==> src/rtl/nop_power_pkg.sv <==
// Shared types for the NOP-insertion power controller.
// Assumes: one registered power-control word drives all four unit controls.
package nop_power_pkg;

    // Power-control word, one field per controlled unit.
    typedef struct packed {
        logic alu_sleep;
        logic rf_clk_en;
        logic dmem_sleep;
        logic preg_clk_en;
    } pwr_ctl_t;

    // Builds the control word for the asleep or the awake state.
    function automatic pwr_ctl_t pwr_word(input logic doze);
        pwr_ctl_t w;
        w.alu_sleep   = doze;
        w.rf_clk_en   = ~doze;
        w.dmem_sleep  = doze;
        w.preg_clk_en = ~doze;
        return w;
    endfunction

endpackage

==> src/rtl/nop_bubble_ctr.sv <==
// Bubble down-counter. It loads the effective slowdown factor when an
// instruction is accepted and counts one step per bubble cycle.
// Assumes: the factor is read only while the count is zero.
module nop_bubble_ctr #(
    parameter int FACTOR_W = 4
) (
    input  logic                clk,
    input  logic                rst_n,
    input  logic                slow_en,
    input  logic [FACTOR_W-1:0] factor,
    input  logic                fetch_valid,
    output logic [FACTOR_W-1:0] cnt_q,
    output logic [FACTOR_W-1:0] cnt_d
);

    logic accept;

    // Next-count logic: load on accept, otherwise count down to zero.
    always_comb begin
        accept = fetch_valid && (cnt_q == '0);
        if (accept)
            cnt_d = slow_en ? factor : '0;
        else if (cnt_q != '0)
            cnt_d = cnt_q - FACTOR_W'(1);
        else
            cnt_d = '0;
    end

    // Count register with synchronous active-low reset.
    always_ff @(posedge clk) begin
        if (!rst_n)
            cnt_q <= '0;
        else
            cnt_q <= cnt_d;
    end

endmodule

==> src/rtl/nop_pwr_seq.sv <==
// Registered power sequencer. It requests sleep while more than WAKE_LEAD
// bubble cycles remain, so units wake WAKE_LEAD cycles before the next issue.
// Assumes: cnt_d is the count the bubble counter holds in the next cycle.
module nop_pwr_seq
    import nop_power_pkg::*;
#(
    parameter int CNT_W     = 4,
    parameter int WAKE_LEAD = 1
) (
    input  logic             clk,
    input  logic             rst_n,
    input  logic [CNT_W-1:0] cnt_d,
    output pwr_ctl_t         pwr_q
);

    logic doze_d;

    // Sleep decision for the next cycle; the variant depends on the wake margin.
    generate
        if (WAKE_LEAD == 0) begin : g_no_margin
            always_comb doze_d = (cnt_d != '0);
        end else begin : g_margin
            always_comb doze_d = (cnt_d > CNT_W'(WAKE_LEAD));
        end
    endgenerate

    // Power-control register; reset leaves every unit awake.
    always_ff @(posedge clk) begin
        if (!rst_n)
            pwr_q <= pwr_word(1'b0);
        else
            pwr_q <= pwr_word(doze_d);
    end

endmodule

==> src/rtl/nop_power_ctrl.sv <==
// NOP-insertion power controller top. It stretches each instruction to m+1
// cycles by stalling fetch and injecting NOPs, and sleeps idle units in the
// bubble window with a one-cycle wake-up margin.
// Assumes: the clock always runs at the rated frequency; fetch holds its
// instruction while fetch_stall is high.
module nop_power_ctrl
    import nop_power_pkg::*;
#(
    parameter int FACTOR_W = 4
) (
    input  logic                clk,
    input  logic                rst_n,
    input  logic                slow_en,
    input  logic [FACTOR_W-1:0] slow_factor,
    input  logic                fetch_valid,
    output logic                fetch_stall,
    output logic                nop_inject,
    output logic                alu_sleep,
    output logic                rf_clk_en,
    output logic                dmem_sleep,
    output logic                preg_clk_en
);

    localparam int WAKE_MARGIN = 1;

    logic [FACTOR_W-1:0] cnt_q;
    logic [FACTOR_W-1:0] cnt_d;
    pwr_ctl_t            pwr_q;

    nop_bubble_ctr #(.FACTOR_W(FACTOR_W)) ctr_i (
        .clk         (clk),
        .rst_n       (rst_n),
        .slow_en     (slow_en),
        .factor      (slow_factor),
        .fetch_valid (fetch_valid),
        .cnt_q       (cnt_q),
        .cnt_d       (cnt_d)
    );

    nop_pwr_seq #(.CNT_W(FACTOR_W), .WAKE_LEAD(WAKE_MARGIN)) seq_i (
        .clk   (clk),
        .rst_n (rst_n),
        .cnt_d (cnt_d),
        .pwr_q (pwr_q)
    );

    // Stall and NOP injection mark every cycle with bubbles still pending.
    always_comb begin
        fetch_stall = (cnt_q != '0);
        nop_inject  = fetch_stall;
    end

    // Fan the registered power word out to the unit controls.
    always_comb begin
        alu_sleep   = pwr_q.alu_sleep;
        rf_clk_en   = pwr_q.rf_clk_en;
        dmem_sleep  = pwr_q.dmem_sleep;
        preg_clk_en = pwr_q.preg_clk_en;
    end

endmodule

==> config.mk <==
export PLATFORM = sky130hd
export DESIGN_NAME = nop_power_ctrl
export DESIGN_NICKNAME = d
export VERILOG_FILES = /design/src/rtl/nop_power_pkg.sv /design/src/rtl/nop_bubble_ctr.sv /design/src/rtl/nop_pwr_seq.sv /design/src/rtl/nop_power_ctrl.sv
export SDC_FILE = /design/constraint.sdc
export NUM_CORES = 1
export LEC_CHECK = 0
export ABC_CLOCK_PERIOD_IN_PS = 1300
export CORE_AREA = 4 4 41 43
export CTS_BUF_LIST = sky130_fd_sc_hd__clkbuf_16
export CTS_CLUSTER_DIAMETER = 200
export DETAILED_ROUTE_END_ITERATION = 8
export DIE_AREA = 0 0 45 47
export DONT_BUFFER_PORTS = 1
export PLACE_DENSITY = 0.41
export SLEW_MARGIN = 20
export SYNTH_ARGS = -nofsm -noshare
export SYNTH_HDL_FRONTEND = slang
export SYNTH_SLANG_ARGS = --single-unit
==> constraint.sdc <==
create_clock -name clk -period 1.3 [get_ports clk]
set_clock_uncertainty 0.05 [all_clocks]
set_input_delay 0.065 -clock clk [delete_from_list [all_inputs] [get_ports clk]]
set_output_delay 0.065 -clock clk [all_outputs]
set_load 0.02 [all_outputs]
# --- Yosys cells after proc, flatten, opt, wreduce, memory -nomap -nowiden ---
# Cells that the tools add are included.
classes:
  add_sub_neg: 1
  multipliers: 0
  div_mod_pow: 0
  n_lt_le_gt_ge: 1
  eq_ne: 0
  shifts: 0
  mux: 3
  n_bitwise: 1
  n_reduce_logical: 3
op_table:
  columns: ["op", "count"]
  rows:
  - ["two-way mux 4 bit", 3]
  - ["greater-than comparator 4 x 1 -> 1 bit, second input constant", 1]
  - ["zero test 4 bit", 1]
  - ["nonzero test 4 bit", 1]
  - ["subtractor 4 x 1 -> 4 bit, second input constant", 1]
  - ["logical AND 1 bit", 1]
  - ["inverter 1 bit", 1]
totals:
  ff_bits: 6
  latchBits: 0
  mem_bits_rw: 0
  mem_bits_ro: 0
  in_bits: 8
  out_inout_bits: 6
  elab_cells: 12
  memories: 0

# --- Depth between registers and ports, before layout ---
# Gate-level depths: netlist (run 1).
depth:
  word_depth: 5
  mapped_depth: 3
  mapped_depth_nobuf: 3

# --- By module ---
# Synthesis (run 1) repeated with hierarchy kept, for this count alone.
hier_totals:
  cells_unflattened: 32
  area_unflattened_um2: 284.0
by_module_without_submodules:
  columns: ["mod", "n_inst", "cells_per_inst", "area_per_inst_um2"]
  rows:
  - ["nop_bubble_ctr", 1, 24, 197.7]
  - ["nop_pwr_seq", 1, 6, 71.3]
  - ["nop_power_ctrl", 1, 2, 15.0]

# --- Worst setup path before layout (run 1) ---
# OpenSTA, ideal clock, no wires.
synth_path:
  path_kind: "flip-flop to flip-flop"
  start: "register ctr_i.cnt_q[1]"
  end: "register ctr_i.cnt_q[3]"
  setup_time_ns: 0.066
  arrival_ns: 1.262
  required_time_ns: 1.184
  setup_slack_ns: -0.078
  path_stages_with_launch: 4
  cell_sequence: "dfxtp_1 or4_4 or2_0 a21oi_2"
synth_between:
  elab_chain_cells: 3
  word_cells_on_any_way: 6
synth_rtl:
  columns: ["element", "line", "source"]
  rows:
  - ["from (decl)", "nop_bubble_ctr.sv:12", "output logic [FACTOR_W-1:0] cnt_q,"]
  - ["from (signal assigned)", "nop_bubble_ctr.sv:34", "cnt_q <= cnt_d;"]
  - ["nonzero test 4 bit", null, null]
  - ["via fetch_stall", "nop_power_ctrl.sv:16", "output logic fetch_stall,"]
  - ["two-way mux 4 bit", "nop_bubble_ctr.sv:23", "else if (cnt_q != '0)"]
  - ["two-way mux 4 bit", "nop_bubble_ctr.sv:21", "if (accept)"]
# The timed path passes the listed nets, and every way through them passes these cells.
# A chain may end at the register's enable or synchronous reset.

# --- Final worst setup path (run 1) ---
layout_path:
  start: "register ctr_i.cnt_q[0]"
  end: "output port nop_inject"
layout_between:
  elab_chain_cells: 1
layout_rtl:
  columns: ["element", "line", "source"]
  rows:
  - ["nonzero test 4 bit", "nop_power_ctrl.sv:49", "fetch_stall = (cnt_q != '0);"]
  - ["to (decl)", "nop_power_ctrl.sv:17", "output logic nop_inject,"]
# Every way passes these cells.

==> results.ini, run 1 <==
[setup_path]
cp.arrival_ps = 1250
reg2reg_setup_slack_ps = -10
worstPathRequired_ps = 1190
reg2reg_from = ctr_i.cnt_q[0]
reg2regPathDepth = 3
path_max_fanout = 5
r2r-end = ctr_i.cnt_q[3]
critPathCaptureType = output port
worst-setup-path-type = flip-flop to output port
cp-start-kind = flip-flop

[floorplan]
die_h_microns = 47
die-area_sq_um = 2120
die_w_microns = 45
start_util_pct = 22.5
ios = 14
row_count = 13
core_sq_um = 1300

[global_route]
grt_antenna_before_repair = 0
grt_pass1_vias = 269
overflow = 0
track_usage_pct = 7.67
grt_pass1_wl_microns = 1070
grt_max_degree = 6

[worst_hold_path]
whs_path_depth = 3
hold_start = fetch_valid
min_path_type = input pin to flip-flop
hold_path_end = ctr_i.cnt_q[3]

[placement]
place_inst = 45
dpl.hpwl_microns = 497
place_congestion = 0.726
io_buffers = 0

[detailed_routing]
wl_per_cell_microns = 13.2
drt_pass1_iterations = 4
wirelength_microns = 697
via_per_inst = 4.91
dr_total_vias = 260
antenna_left = 0
drc = 0
drt_iter0_drc = 4

[clocking]
clk_latency_ps = 230
clock-sinks = 6
cts-root-buf = clkbuf_16
clkTransAtPathRegs_ps = 30
cts_tree = yes
numCtsBuffers = 3
h-tree-depth = 1
cts_buffer_depth = 2

[timing]
timing.slew.headroom_pct = 73.9
timing.hold.ws_ps = 54.9
worst_pin_slew_ps = 391
max_freq_ghz = 0.733
finalMaxSlewViolations = 0
period_needed_ps = 1360
min_period_over_period_pct = 105
setup_violations = 3
rsz0062_at_grt = yes
worst_slack_ps = -63.8
hold_viol_final = 0

[synthesis]
synth_ff_type = dfxtp_1
synth_fp_nets = 40
yosysMostFrequentCell = dfxtp_1
netlist_area_sq_um = 293
synth_top_cell_area_share_pct = 41.0
synth_area_leader_cell = dfxtp_1
ys_ff_latch = 6
ys_warn_count = 0
synthTopCellsByArea = dfxtp_1 (41%), buf_4 (7.7%), nand3_1 (6.8%), o21a_1 (5.1%), o41a_1 (3.8%)
ys_types = 19
synth_seq_area_share_pct = 41.0
ys_top_cells_by_count = dfxtp_1 (6), nand3_1 (4), buf_4 (3)
synthArstFlopShare_pct = 0
synth_edf_count = 0
avgSynthCellArea_sq_um = 9.15
syn_inst = 32

[run_status]
status = finished with violations
failed_checks = setup timing

[cells_and_area]
num-nets-final = 48
area.growth.synth_to_final_pct = 51.3
finalNonFillerCells = 53
fillers = 135
layout-drive-gt1-share_pct = 31.6
n_antenna_cell = 0

[power_and_ir_drop]
peakVddDrop_uv = 694
p_clk_share_pct = 53.1
power.share.switching_pct = 25.2
combPwrFrac_pct = 18.2
power.internal_mw = 0.691
p_per_area_nw_per_um2 = 2090
p_leak_nw = 0.167
power_frac_seq_pct = 28.7
switching_power_mw = 0.233

[run]
max_cap_viol_count = 0

state kept, by name, indices dropped and copies added (netlist names):
name / cells
seq_i.pwr_q: 2
ctr_i.cnt_q: 4
cell usage in the layout, fill, tap and decap left out:
cell and count:
a21oi_2 1, nand2_1 1, clkbuf_16 3, or3_2 1, a31oi_2 1, a21oi_1 1
o41a_1 1, dfxtp_1 4, o211ai_1 1, or4_4 1, a311oi_1 1, dlygate4sd3_1 4
buf_8 1, nor2_1 1, buf_4 1, o21a_1 2, xor2_1 1, and2_1 1
nor2_4 1, dfxtp_2 2, inv_1 2, nand3_1 4, or2_0 1, o41ai_1 1
power groups by stage:
stage               clock [mW]  combinational, mW  sequential (mW)
detailed placement           0              0.124            0.268
global placement             0              0.122            0.268
global route             0.511              0.183            0.270
CTS                      0.500              0.158            0.265
floorplan                    0              0.142            0.246
finish                   0.490              0.168            0.265
routing by layer:
| metal | part of all wire (%) | up-vias | track usage [%] |
|---|---|---|---|
| met1 | 42 | 125 | 7.29 |
| met2 | 54 | 5 | 11.6 |
| met4 | 0.86 | 0 | 8.19 |
| met5 | 0 | - | 0 |
| li1 | - | 128 | - |
| met3 | 3.6 | 2 | 3.83 |
final cells by class:
cell class / count / area [sq um] / area share, %
sequential: 6 / 123 / 27.7
timing repair buffer: 6 / 62.6 / 14.1
multi-input combinational: 21 / 156 / 35.3
tap: 15 / 18.8 / 4.24
inverter: 2 / 7.51 / 1.69
clock buffer: 3 / 75.1 / 16.9
cell families (layout without fill, tap and decap cells):
logic type	after synthesis	in the layout	synth area share, %
xor gates and xnor gates	1	1	2.99
AOI/OAI and AO/OA	9	9	24.4
buffers and inverters	5	11	10.3
DFF	6	6	41.0
and+or+nand+nor	11	11	21.4
per-stage QoR:
| step | utilization, % | area (sq um) | power (mW) | setup slack [ps] | setup TNS (ps) |
|---|---|---|---|---|---|
| floorplan | - | 294 | 0.389 | -36.2 | -36.2 |
| global placement | 22.9 | 298 | 0.390 | 2.98 | 0 |
| detailed placement | 22.9 | 298 | 0.392 | -9.60 | -9.60 |
| CTS | 33.2 | 432 | 0.923 | -64.5 | -156 |
| global route | 34.0 | 443 | 0.964 | -82.2 | -326 |
| finish | 34.0 | 443 | 0.924 | -63.8 | -133 |
critical path, stage by stage, from the launching register on:
cell and delay, ps:
dfxtp_2 330, or4_4 530, buf_8 160
how the worst max path moves through the flow:
stage / start / to
2_1_floorplan: ctr_i.cnt_q[2] / ctr_i.cnt_q[3]
3_3_place_gp: ctr_i.cnt_q[2] / ctr_i.cnt_q[3]
3_5_place_dp: ctr_i.cnt_q[1] / seq_i.pwr_q[2]
4_1_cts: ctr_i.cnt_q[0] / nop_inject
5_1_grt: ctr_i.cnt_q[1] / nop_inject
6_report: ctr_i.cnt_q[0] / nop_inject
timing repair:
action | 4_1_cts | 5_1_grt
hold buffers | 4 | 0
resized for setup | 4 | 2
pin swaps | 1 | 1
endpoints found under the hold margin | 6 | 0
buffers inserted | 1 | 0
endpoints found under the setup margin | 5 | 5
No activity file was read; power rests on OpenSTA's default activity.
==> inputs of run 2 (changes only) <==
--- a/config.mk
+++ b/config.mk
@@ -12,6 +12,7 @@
 export DETAILED_ROUTE_END_ITERATION = 8
 export DIE_AREA = 0 0 45 47
 export DONT_BUFFER_PORTS = 1
+export HOLD_SLACK_MARGIN = 0.12
 export PLACE_DENSITY = 0.41
 export SLEW_MARGIN = 20
 export SYNTH_ARGS = -nofsm -noshare
==> constraint.sdc (replaced) <==
create_clock -name clk -period 1.3 [get_ports clk]
set_clock_uncertainty 0.05 [all_clocks]
set_input_delay 0 -clock clk [delete_from_list [all_inputs] [get_ports clk]]
set_output_delay 0 -clock clk [all_outputs]
set_load 0.02 [all_outputs]
==> results.ini, run 2 (synthesis gave the netlist of run 1 again) <==
[timing]
worst_slack_ps = -0.504  ; +63.3 ps
hold_viol_final = 0  ; unchanged
worst_pin_slew_ps = 391  ; +0.000715 ps
max_freq_ghz = 0.769  ; +4.9%
finalMaxSlewViolations = 0  ; unchanged
timing.slew.headroom_pct = 73.9  ; about the same
timing.hold.ws_ps = 407  ; +353 ps
min_period_over_period_pct = 100  ; -4.9 points
rsz0062_at_grt = yes
period_needed_ps = 1300  ; -63.3 ps
setup_violations = 1  ; -2

[setup_path]
reg2reg_from = ctr_i.cnt_q[2]
worst-setup-path-type = flip-flop to flip-flop
reg2regPathDepth = 3  ; unchanged
worstPathRequired_ps = 1410  ; +220 ps
worst_path_max_delay_cell = or4_4
cp-start-kind = flip-flop
path_max_fanout = 4  ; -1
r2r-end = ctr_i.cnt_q[3]
path_cells = or4_4 -> or2_0 -> a21oi_2
cp.arrival_ps = 1410  ; +160 ps
critPathCaptureType = flip-flop
reg2reg_setup_slack_ps = -0.5  ; about the same
cpPeakStageDelay_ps = 530  ; about the same

[global_route]
track_usage_pct = 7.51  ; -0.16 points
overflow = 0  ; unchanged
grt_pass1_wl_microns = 1050  ; -2.0%
grt_antenna_before_repair = 0  ; unchanged
grt_max_degree = 6  ; unchanged
grt_pass1_vias = 265  ; -1.5%

[run]
max_cap_viol_count = 0  ; unchanged

[worst_hold_path]
hold_path_end = ctr_i.cnt_q[0]
hold_start = ctr_i.cnt_q[0]
whs_path_depth = 1  ; -2
min_path_type = flip-flop to flip-flop

[cells_and_area]
regMostFlops = ctr_i.cnt_q
post-route-util_pct = 35.0  ; +0.96 points
finalInstanceArea_sq_um = 455  ; +2.8%
num-nets-final = 50  ; +4.2%
n_antenna_cell = 0  ; unchanged
mostFrequentLayoutCell = dlygate4sd3_1
layout-drive-gt1-share_pct = 25.0  ; -6.6 points
regArea_sq_um = 123  ; unchanged
reg_top3 = ctr_i.cnt_q: 4 flops, seq_i.pwr_q: 2 flops
area.growth.synth_to_final_pct = 55.6
largest_reg_flops = 4  ; unchanged
multi_input_area_sq_um = 150  ; -4.0%
fillers = 138  ; +2.2%
layout_common_cells = dlygate4sd3_1 (7), nand3_1 (4), dfxtp_1 (4)

[power_and_ir_drop]
p_leak_nw = 0.172  ; +3.3%
p_per_area_nw_per_um2 = 2010  ; -3.7%
peakVddDrop_uv = 676  ; -2.6%

[detailed_routing]
drt_pass1_iterations = 4  ; unchanged
wirelength_microns = 655  ; -6.0%
drt_iter0_drc = 4  ; unchanged
wl_per_cell_microns = 11.9  ; -9.4%
via_per_inst = 4.82  ; -1.8%
drc = 0  ; unchanged
antenna_left = 0  ; unchanged
dr_total_vias = 265  ; +1.9%

[floorplan]
row_count = 13  ; unchanged
start_util_pct = 22.5  ; unchanged
die-area_sq_um = 2120  ; unchanged
core_sq_um = 1300  ; unchanged
die_h_microns = 47  ; unchanged
ios = 14  ; unchanged
die_w_microns = 45  ; unchanged

[placement]
placed_area_sq_um = 298  ; unchanged
dpl.hpwl_microns = 497  ; unchanged
place_congestion = 0.726  ; unchanged
io_buffers = 0  ; unchanged

[clocking]
clock-sinks = 6  ; unchanged
cts_tree = yes
clk_latency_ps = 220  ; about the same
clkTransAtPathRegs_ps = 30  ; about the same
cts-root-buf = clkbuf_16
cts_buffer_depth = 2  ; unchanged
h-tree-depth = 1  ; unchanged
cts_setup_buffers = 0  ; -1
numCtsBuffers = 3  ; unchanged

[run_status]
failed_checks = setup timing
status = finished with violations

[run 2: metal layers]
layer / global-route usage (%) / share of wire, %
met2: 11.6 / 53
met1: 7.52 / 42
met4: 7.02 / 0.92
met3: 3.45 / 3.5
met5: 0 / 0
[run 2: power breakdown]
group | switching [mW] | leakage, nW | total (mW) | internal (mW)
combinational | 0.0819 | 0.0851 | 0.160 | 0.0784
sequential | 0.0534 | 0.0501 | 0.265 | 0.212
clock | 0.0954 | 0.0370 | 0.489 | 0.394
[run 2: layout make-up]
cell class / count / share of cell area, %
multi-input cells: 21 / 33.0
flip-flops and latches: 6 / 26.9
repair buffers: 8 / 17.9
clock buffers: 3 / 16.5
well taps: 15 / 4.12
inverters: 2 / 1.65
[run 2: worst max-delay path, delay by kind of cell, from the launching register on]
| kind | cells | cell delay [ps] |
|---|---|---|
| and+or+nand+nor | 2 | 750 |
| DFF | 1 | 320 |
| AOI/OAI and AO/OA | 1 | 110 |
[run 2: how the worst max path moves through the flow]
stage / startpoint / end / cells past startpoint
CTS: ctr_i.cnt_q[2] / ctr_i.cnt_q[3] / 3
global route: ctr_i.cnt_q[2] / ctr_i.cnt_q[3] / 3
finish: ctr_i.cnt_q[2] / ctr_i.cnt_q[3] / 3
detailed placement: ctr_i.cnt_q[1] / seq_i.pwr_q[2] / 3
floorplan: ctr_i.cnt_q[2] / ctr_i.cnt_q[3] / 3
global placement: ctr_i.cnt_q[2] / ctr_i.cnt_q[3] / 3
[run 2: through the flow]
stage | worst slack, ps | TNS, ps | total power [mW] | instances
floorplan | -36.2 | -36.2 | 0.389 | 32
global placement | 2.98 | 0 | 0.390 | 45
detailed placement | -9.60 | -9.60 | 0.392 | 45
CTS | -3.35 | -3.35 | 0.922 | 55
global route | -40.0 | -79.1 | 0.955 | 55
finish | -0.504 | -0.504 | 0.915 | 55
[run 2: timing repair]
item | in CTS | in global routing
hold buffers | 7 | 0
resized for setup | 3 | 1
gates cloned | 0 | 0
endpoints found under the setup margin | 5 | 5
hold endpoints to repair | 6 | 0
==> inputs of run 3 (changes only) <==
--- a/config.mk
+++ b/config.mk
@@ -13,8 +13,9 @@
 export DIE_AREA = 0 0 45 47
 export DONT_BUFFER_PORTS = 1
 export HOLD_SLACK_MARGIN = 0.12
-export PLACE_DENSITY = 0.41
+export PLACE_DENSITY = 0.4
 export SLEW_MARGIN = 20
 export SYNTH_ARGS = -nofsm -noshare
 export SYNTH_HDL_FRONTEND = slang
+export SYNTH_HIERARCHICAL = 1
 export SYNTH_SLANG_ARGS = --single-unit
==> results.ini, run 3 <==
[run_status]
status = finished with violations
failed_checks = setup timing

[detailed_routing]
antenna_left = 0  ; unchanged
drc = 0  ; unchanged
wirelength_microns = 703  ; +7.3%
drt_pass1_iterations = 4  ; unchanged
met1_length_microns = 296  ; +7.2%
drt_iter0_drc = 1  ; -3
dr_wl_met2_microns = 343  ; -1.4%
met3_length_microns = 51  ; +120%
highest_layer = met4
wl_per_cell_microns = 12.1  ; +1.8%
dr_total_vias = 281  ; +6.0%
via_per_inst = 4.84  ; +0.55%

[timing]
setup_violations = 3  ; +2
period_needed_ps = 1390  ; +85.8 ps
max_freq_ghz = 0.721  ; -6.2%
min_period_over_period_pct = 107  ; +6.6 points
hold_viol_final = 0  ; unchanged
worst_slack_ps = -86.4  ; -85.8 ps
finalMaxSlewViolations = 0  ; unchanged
worst_pin_slew_ps = 394  ; +2.94 ps
rsz0062_at_grt = yes
tns_ps = -229  ; -229 ps
timing.slew.headroom_pct = 73.7  ; -0.20 points

[global_route]
grt_pass1_vias = 282  ; +6.4%
overflow = 0  ; unchanged
grt_pass1_wl_microns = 1170  ; +11%
track_usage_pct = 8.64  ; +1.1 points
grt_max_degree = 9  ; +3
grt_antenna_before_repair = 0  ; unchanged

[synthesis]
ys_top_cells_by_count = dfxtp_1 (6), a21oi_1 (3), buf_4 (3), nand2_1 (3), nand3_1 (3)
synth_top_cell_area_share_pct = 42.3  ; +1.3 points
synthTopCellsByArea = dfxtp_1 (42%), buf_4 (7.9%), a21oi_1 (5.3%), nand3_1 (5.3%), a221oi_2 (5.3%)
synthArstFlopShare_pct = 0  ; unchanged
yosysMostFrequentCell = dfxtp_1
netlist_area_sq_um = 284  ; -3.0%
synth_area_leader_cell = dfxtp_1
synth_edf_count = 0  ; unchanged
avgSynthCellArea_sq_um = 8.88  ; -3.0%
synth_ff_type = dfxtp_1
synth_seq_area_share_pct = 42.3  ; +1.3 points
ys_types = 17  ; -2
ys_ff_latch = 6  ; unchanged
synth_fp_nets = 40  ; unchanged
syn_inst = 32  ; unchanged
ys_warn_count = 6  ; +6

[power_and_ir_drop]
p_leak_nw = 0.195  ; +13%
power_mw = 0.949  ; +3.7%
peakVddDrop_uv = 1110  ; +64%
p_per_area_nw_per_um2 = 1900  ; -5.4%

[setup_path]
path_max_fanout = 5  ; +1
path_cells = buf_6 -> or4_4 -> buf_8
worstPathRequired_ps = 1250  ; -160 ps
critPathCaptureType = output port
cpPeakStageDelay_ps = 510  ; -20 ps
cp.arrival_ps = 1340  ; -70 ps
reg2reg_from = ctr_i/cnt_q[0]
worst-setup-path-type = flip-flop to output port
reg2reg_setup_slack_ps = -60  ; -60 ps
r2r-end = seq_i/pwr_q[3]
worst_path_max_delay_cell = or4_4
cp-start-kind = flip-flop
reg2regPathDepth = 4  ; +1

[cells_and_area]
n_antenna_cell = 0  ; unchanged
layout_common_cells = dlygate4sd3_1 (7), dfxtp_1 (4), clkbuf_16 (3), nand2_1 (3), nand3_1 (3)
num-nets-final = 53  ; +6.0%
fillers = 149  ; +8.0%
multi_input_area_sq_um = 168  ; +12%
regMostFlops = ctr_i/cnt_q
largest_reg_flops = 4  ; unchanged
finalNonFillerCells = 58  ; +5.5%
regArea_sq_um = 123  ; unchanged
reg_top3 = ctr_i/cnt_q: 4 flops, seq_i/pwr_q: 2 flops
area.growth.synth_to_final_pct = 75.8
layout-drive-gt1-share_pct = 37.2  ; +12 points
finalInstanceArea_sq_um = 499  ; +9.6%
mostFrequentLayoutCell = dlygate4sd3_1

[clocking]
cts_buffer_depth = 2  ; unchanged
numCtsBuffers = 3  ; unchanged
clock-sinks = 6  ; unchanged
cts_tree = yes
h-tree-depth = 1  ; unchanged
clkTransAtPathRegs_ps = 30  ; about the same
clk_latency_ps = 220  ; about the same
cts-root-buf = clkbuf_16

[placement]
place_congestion = 0.806  ; +11%
io_buffers = 0  ; unchanged
placed_area_sq_um = 313  ; +5.0%
place_inst = 48  ; +6.7%
dpl.hpwl_microns = 498  ; +0.36%
pre_cts_ws_ps = -45.5  ; -35.9 ps

[worst_hold_path]
min_path_type = input pin to flip-flop
hold_path_end = ctr_i/cnt_q[1]
hold_start = fetch_valid
whs_path_depth = 3  ; +2

[run]
max_cap_viol_count = 0  ; unchanged

[floorplan]
die_h_microns = 47  ; unchanged
start_util_pct = 21.8  ; -0.67 points
ios = 14  ; unchanged
die-area_sq_um = 2120  ; unchanged
core_sq_um = 1300  ; unchanged
row_count = 13  ; unchanged
die_w_microns = 45  ; unchanged

run 3: cell types whose count changed after synthesis, moves of 2 or more:
cell | before | now
o31ai_1 | 0 | 2
a21oi_1 | 1 | 3
o21a_1 | 2 | 0
nand2_1 | 1 | 3
run 3: cell families after synthesis:
logic type	Yosys count	share of synthesized area, %
and+or+nand+nor	12	22.9
AOI/OAI and AO/OA	10	25.5
DFF	6	42.3
buffers and inverters	4	9.25
run 3: cell type report:
| class | count | share of cell area [%] |
|---|---|---|
| Sequential cell | 6 | 24.6 |
| Inverter | 1 | 0.752 |
| Tap cell | 15 | 3.76 |
| Timing Repair Buffer | 11 | 22.3 |
| Multi-Input combinational cell | 22 | 33.6 |
| Clock buffer | 3 | 15.0 |
run 3: routing by layer:
| metal | vias up | GRT usage [%] |
|---|---|---|
| met1 | 129 | 8.49 |
| met3 | 2 | 5.75 |
| li1 | 142 | - |
| met5 | - | 0 |
| met4 | 0 | 7.02 |
| met2 | 8 | 12.7 |
run 3: how the worst max path moves through the flow:
stage,endpoint,cells past startpoint,start
detailed placement,seq_i/pwr_q[3],4,ctr_i/cnt_q[1]
floorplan,seq_i/pwr_q[3],4,ctr_i/cnt_q[1]
CTS,fetch_stall,3,ctr_i/cnt_q[1]
finish,fetch_stall,3,ctr_i/cnt_q[1]
global placement,seq_i/pwr_q[3],4,ctr_i/cnt_q[1]
global route,seq_i/pwr_q[3],4,ctr_i/cnt_q[0]
run 3: report_power, final:
part           switching [mW]  internal (mW)  leakage [nW]
logic                  0.0920          0.101         0.108
registers              0.0531          0.211        0.0502
clock network          0.0977          0.394        0.0370
run 3: per-stage QoR:
| step | util, % | hold WS, ps |
|---|---|---|
| 2_1_floorplan | - | 21.1 |
| 3_3_place_gp | 24.0 | 31.5 |
| 3_5_place_dp | 24.0 | 28.9 |
| 4_1_cts | 35.6 | 161 |
| 5_1_grt | 38.4 | 205 |
| 6_report | 38.4 | 179 |
run 3: critical path, delay by kind of cell (launching register included):
kind	cells	cell delay, ps
and+or+nand+nor	1	510
buffers and inverters	2	280
DFF	1	320
run 3: what timing repair did:
| item | CTS | global route |
|---|---|---|
| hold buffers | 6 | 2 |
| setup endpoints to repair | 4 | 5 |
| pin swaps | 3 | 2 |
| gates cloned | 0 | 0 |
| gates resized for setup | 4 | 5 |
| endpoints found under the hold margin | 6 | 1 |
| setup buffers | 0 | 0 |
